$ cat src/rtl/ptwchk_pkg.sv
// Package: shared layout constants and types for the entry checker.
// Assumes a 64-bit entry with the page number at bits 53:10.
package ptwchk_pkg;
    localparam int PTE_W     = 64;
    localparam int PPN_LSB   = 10;
    localparam int PPN_W     = 44;
    localparam int MT_LSB    = 61;
    localparam int MT_W      = 2;
    localparam int NAPOT_BIT = 63;
    localparam int BIT_V     = 0;
    localparam int BIT_R     = 1;
    localparam int BIT_W     = 2;
    localparam int BIT_X     = 3;
    localparam int BIT_U     = 4;
    localparam int BIT_A     = 6;
    localparam int BIT_D     = 7;
    localparam int CAUSE_W   = 3;

    typedef enum logic [CAUSE_W-1:0] {
        CAUSE_NONE     = 3'd0,
        CAUSE_RSV      = 3'd1,
        CAUSE_NAPOT    = 3'd2,
        CAUSE_MT_OFF   = 3'd3,
        CAUSE_MT_RSV   = 3'd4,
        CAUSE_PTR_ATTR = 3'd5,
        CAUSE_BAD_ENC  = 3'd6,
        CAUSE_LAST_PTR = 3'd7
    } cause_e;

    typedef enum logic [1:0] {
        KIND_FAULT = 2'd0,
        KIND_PTR   = 2'd1,
        KIND_LEAF  = 2'd2
    } kind_e;
endpackage

$ cat src/rtl/ptwchk_classify.sv
// Entry classifier: runs the priority chain of fault checks on one entry
// and reports the kind and the cause. Assumes the memory-type faults are
// computed outside. Purely combinational.
module ptwchk_classify
    import ptwchk_pkg::*;
#(
    parameter logic [PTE_W-1:0] RSV_MASK = 64'h1FC0_0000_0000_0000
)(
    input  logic [PTE_W-1:0] pte,
    input  logic             napot_en,
    input  logic             mt_off_flt,
    input  logic             mt_rsv_flt,
    input  logic             last_level,
    output kind_e            kind,
    output cause_e           cause
);
    logic rsv_hit;
    logic napot_hit;
    logic is_ptr;
    logic ptr_attr_hit;
    logic bad_enc;

    // Decode the individual conditions from the entry bits.
    always_comb begin
        rsv_hit      = |(pte & RSV_MASK);
        napot_hit    = pte[NAPOT_BIT] && !napot_en;
        is_ptr       = pte[BIT_V] && !pte[BIT_R] && !pte[BIT_W] && !pte[BIT_X];
        ptr_attr_hit = pte[BIT_D] || pte[BIT_A] || pte[BIT_U] || pte[NAPOT_BIT]
                       || (pte[MT_LSB +: MT_W] != '0);
        bad_enc      = !pte[BIT_V] || (pte[BIT_W] && !pte[BIT_R]);
    end

    // Apply the checks in priority order and pick the outcome.
    always_comb begin
        kind  = KIND_FAULT;
        cause = CAUSE_NONE;
        if (rsv_hit) begin
            cause = CAUSE_RSV;
        end else if (napot_hit) begin
            cause = CAUSE_NAPOT;
        end else if (mt_off_flt) begin
            cause = CAUSE_MT_OFF;
        end else if (mt_rsv_flt) begin
            cause = CAUSE_MT_RSV;
        end else if (is_ptr) begin
            if (ptr_attr_hit) begin
                cause = CAUSE_PTR_ATTR;
            end else if (last_level) begin
                cause = CAUSE_LAST_PTR;
            end else begin
                kind = KIND_PTR;
            end
        end else if (bad_enc) begin
            cause = CAUSE_BAD_ENC;
        end else begin
            kind = KIND_LEAF;
        end
    end
endmodule

$ cat config.mk
export PLATFORM = sky130hd
export DESIGN_NAME = ptwchk_classify
export DESIGN_NICKNAME = d
export VERILOG_FILES = /design/src/rtl/ptwchk_pkg.sv /design/src/rtl/ptwchk_classify.sv
export SDC_FILE = /design/constraint.sdc
export NUM_CORES = 1
export LEC_CHECK = 0
export BUFFER_PORTS_ARGS = -buffer_cell sky130_fd_sc_hd__buf_2
export CAP_MARGIN = 20
export CORE_AREA = 2 2 39 41
export DETAILED_ROUTE_END_ITERATION = 7
export DIE_AREA = 0 0 41 43
export PLACE_DENSITY = 0.8
export SYNTH_ARGS = -nofsm -noshare
export SYNTH_HDL_FRONTEND = slang
export SYNTH_SLANG_ARGS = --single-unit
export TNS_END_PERCENT = 5
$ cat constraint.sdc
create_clock -name vclk -period 2.3
set_input_delay 0 -clock vclk [all_inputs]
set_output_delay 0 -clock vclk [all_outputs]
set_load 0.01 [all_outputs]
==> results of run 1 <==
-- worst min-delay path: stages --
cell	delay, ps
buf_2	100
o41ai_1	70
buf_2	130
-- synth_stat cells --
library cell	n	area, um^2
nand2b_1	3	18.8
o311ai_0	1	8.76
inv_1	1	3.75
nand4b_1	1	8.76
nor4_1	1	6.26
nor3_1	2	10.0
or4_4	1	11.3
nor4b_1	2	17.5
nor4b_4	1	23.8
nand2_1	2	7.51
o41ai_1	1	8.76
or3_1	1	6.26
nor2_1	1	3.75
a211oi_1	1	7.51
o21ai_0	1	5.00
nor4_2	1	12.5
o2111ai_1	1	8.76
a21oi_1	1	5.00
nand3b_1	1	7.51
nor2b_1	1	6.26
and3_1	1	6.26
-- per-stage QoR --
| step | total power [uW] | hold slack (ps) |
|---|---|---|
| 6_report | 37.5 | 298 |
| 5_1_grt | 42.4 | 320 |
| 4_1_cts | 37.8 | 303 |
| 3_5_place_dp | 37.8 | 305 |
| 3_3_place_gp | 36.5 | 301 |
| 2_1_floorplan | 12.5 | 95.1 |
-- area by class of cell --
| type | instances | area [um^2] | share of cell area |
|---|---|---|---|
| tap | 16 | 20.0 | 0.0582 |
| inverter | 1 | 3.75 | 0.0109 |
| multi-input combinational | 25 | 190 | 0.553 |
| timing repair buffer | 26 | 130 | 0.378 |
-- per-layer routing --
layer | share of wire | up-vias | track usage
met2 | 0.47 | 16 | 0.134
li1 | - | 163 | -
met1 | 0.40 | 131 | 0.108
met3 | 0.12 | 0 | 0.0105
met5 | 0 | - | 0
met4 | 0 | 0 | 0
-- power by group --
group          total [uW]  internal [uW]  switching [uW]
Sequential              0              0               0
Clock                   0              0               0
Combinational        37.5           20.4            17.1
Total                37.5           20.4            17.1
-- final timing paths --
kind,cells after the start,end,slack [ps],from
hold / removal,3,cause[1],300,mt_rsv_flt
setup / recovery,5,cause[1],1210,pte[6]
-- cell families (layout without fill, tap and decap cells) --
logic type,Yosys count,in the layout,synth area share
AO/OA/AOI/OAI,6,6,0.226
AND/OR/NAND/NOR,19,19,0.755
buffers and inverters,1,27,0.0193
==> results.yml, run 1 <==
status:
  status: "complete, no violations"
finish:
  mostFrequentLayoutCell: "buf_2"
  finalInstanceArea_um2: 344
  fin_cells: 68
  final_util: 0.249
  nNetsFinal: 122
  drive_gt1_frac: 0.558
  ff_latch_area_um2: 0
  design.seq.count: 0
  antennaDiodeCount: 0
  nFillCells: 165
  area_growth_pct: 77.4
  final_cell_mix: "buf_2, nand2b_1, nor3_1, nand2_1, nor4b_1"
  num-clock-buffers: 0
pwr:
  peakVddDrop_v: 0.0000273
  leakagePower_uw: 0.000155
  power_density_nw_per_um2: 109
detailed_routing:
  firstDrtPassIters: 2
  route.detailed.drc: 0
  vias: 310
  drt_iter0_drc: 6
  vias_per_cell: 4.56
  finalWirelength_um: 677
  ant_nets: 0
  wl_per_cell_um: 9.96
die:
  dieArea_um2: 1760
  start_util: 0.140
  die_y_um: 43
  die_width_um: 41
  coreArea_um2: 1380
  std_cell_rows: 14
  ios: 73
job:
  cap_violations: 0
synth:
  synth_cell_types: 21
  syn-instance-count: 26
  ys_seq_area_frac: 0
  synth_area_um2: 194
  syn_area_per_cell_um2: 7.46
  yosysWarnings: 0
  synthesis.nets: 94
place:
  post-place-ws_ps: 1180
  placed_area_um2: 344
  numPortBuffers: 26
  place_inst: 68
  place_congestion: 0.632
  dp_hpwl_um: 645
sta:
  finalCritPeriodShare: 0.476
  finalMaxSlewViolations: 0
  hold_viol: 0
  max_freq_ghz: 0.913
  setup_tns_ps: 0
  fin_ws_ps: 1210
  rsz0062_at_grt: "no"
  worst_slew_pin_slew_ps: 458
  fin_crit_ps: 1090
  slew_headroom: 0.692
  setup_viol: 0
global_routing:
  grt.total_usage: 0.0789
  antenna_found_initial: 0
  first_global_vias: 282
  grt_first_pass_wirelength_um: 1020
  grt-ovfl-total: 0
  grt_max_degree: 6
setup_path:
  required_ps: 2300
  endpoint_kind: "primary output"
  arrival_ps: 1090
  cpMostUsedCell: "buf_2"
  worst-path-max-fanout: 2
  path_cells: "buf_2 > nor4_1 > a21oi_1 > o41ai_1 > buf_2"
  critical_path_class: "in -> out"
  critPathSlowestCell: "nor4_1"
  worst_setup_path_start_kind: "input pin"
  critPathMaxStageDelay_ps: 450
  critPathTopFamily: "simple AND/OR/NAND/NOR gates"
  worst-path-buf-inv: 2
cts:
  ctsResizeCount: 0
  hold_buffers: 0
  cts_setup_buffers: 0
hold_path:
  hold_path.class: "in -> out"
No activity file was read; power rests on OpenSTA's default activity.
==> run 2: changes to the inputs <==
--- a/config.mk
+++ b/config.mk
@@ -10,7 +10,7 @@
 export CORE_AREA = 2 2 39 41
 export DETAILED_ROUTE_END_ITERATION = 7
 export DIE_AREA = 0 0 41 43
-export PLACE_DENSITY = 0.8
+export PLACE_DENSITY = 0.83
 export SYNTH_ARGS = -nofsm -noshare
 export SYNTH_HDL_FRONTEND = slang
 export SYNTH_SLANG_ARGS = --single-unit
==> constraint.sdc (replaced) <==
create_clock -name vclk -period 1
set_input_delay 0 -clock vclk [all_inputs]
set_output_delay 0 -clock vclk [all_outputs]
set_load 0.01 [all_outputs]
==> run 2 against run 1 <==
  * The run now ends with setup timing left
  * Sequential share of layout area stayed put
  * Final cell count rose by 10%
  * Sequential cell count stayed put
  * Routed wire length is 31% higher
  * Via count rose by 12%
  * Global-route usage grew 0.10 points
  * Critical path depth did not move
  * Utilization grew 11 points
  * Final area grew 43%
  * Combinational power rose to 3.5 times the previous value
  * Non-clock buffer count increased by 7
  * Critical endpoint is now cause[0]
  * Largest cell class unchanged
==> results.yml, run 2 (synthesis gave the netlist of run 1 again) <==
sta:
  hold_viol: 0
  rsz0062_at_grt: "yes"
  slew_headroom: 0.756
  max_freq_ghz: 0.954
  worst_slew_pin_slew_ps: 360
  fin_crit_ps: 1050
  setup_viol: 2
  finalMaxSlewViolations: 0
  fin_ws_ps: -48.7
  finalCritPeriodShare: 1.05
setup_path:
  worst-path-max-fanout: 2
  required_ps: 1000
  endpoint_kind: "primary output"
  worst_setup_path_start_kind: "input pin"
  arrival_ps: 1050
  critical_path_class: "in -> out"
pwr:
  p_total_uw: 132
  leakagePower_uw: 0.000218
  peakVddDrop_v: 0.0000635
  power_density_nw_per_um2: 268
global_routing:
  grt.total_usage: 0.0799
  grt_first_pass_wirelength_um: 1010
  antenna_found_initial: 0
  grt_max_degree: 5
  first_global_vias: 252
  grt-ovfl-total: 0
place:
  dp_hpwl_um: 652
  place_inst: 69
  place_congestion: 0.589
  placed_area_um2: 352
  numPortBuffers: 26
finish:
  finalInstanceArea_um2: 492
  antennaDiodeCount: 0
  mostFrequentLayoutCell: "buf_2"
  final_util: 0.355
  final_cell_mix: "buf_2, buf_4, nand2b_1, buf_6"
  drive_gt1_frac: 0.729
  nNetsFinal: 129
  area_growth_pct: 154
  design.seq.count: 0
  ff_latch_area_um2: 0
  fin_cells: 75
  num-clock-buffers: 0
die:
  dieArea_um2: 1760
  std_cell_rows: 14
  coreArea_um2: 1380
  die_width_um: 41
  die_y_um: 43
  start_util: 0.140
  ios: 73
detailed_routing:
  vias: 348
  route.detailed.drc: 0
  drt_iter0_drc: 5
  ant_nets: 0
  finalWirelength_um: 888
  wl_per_cell_um: 11.8
  vias_per_cell: 4.64
  firstDrtPassIters: 3
status:
  status: "finished with violations"
  violations: "setup timing"
cts:
  hold_buffers: 0
job:
  cap_violations: 0
hold_path:
  hold_path.class: "in -> out"
  hold_depth: 3
-- run 2: final cells by class --
class / instances / area, um^2
repair buffers: 33 / 221
multi-input cells: 25 / 246
well taps: 16 / 20.0
inverters: 1 / 3.75
fillers: 146 / 892
-- run 2: where the power goes --
part           switching, uW  internal [uW]  total, uW
clock network              0              0          0
registers                  0              0          0
logic                   56.5           75.2        132
-- run 2: worst paths after layout --
check,from,endpoint
setup / recovery,pte[4],cause[0]
hold / removal,pte[1],cause[1]
-- run 2: per-layer routing --
layer	vias to the layer above	part of all wire	GRT usage
met5	-	0	0
met4	0	0	0
met3	0	0.074	0
met2	16	0.57	0.163
met1	156	0.35	0.0886
li1	176	-	-
-- run 2: timing repair --
item                                    4_1_cts  5_1_grt
gates resized for setup                       9       11
pin swaps                                     5        9
buffers inserted                              2        4
endpoints found under the setup margin        5        5
-- run 2: worst max-delay path, cell delays in order --
cell       delay (ps)
buf_8             100
or4_4             540
o2111ai_2         170
nand3b_1          100
buf_2             140
-- run 2: metrics by stage --
step	hold WS [ps]	setup slack, ps	setup TNS (ps)
2_1_floorplan	95.1	76.9	0
4_1_cts	314	-31.3	-92.1
5_1_grt	299	-86.0	-275
3_3_place_gp	308	-139	-408
3_5_place_dp	306	-99.7	-352
6_report	291	-48.7	-82.6
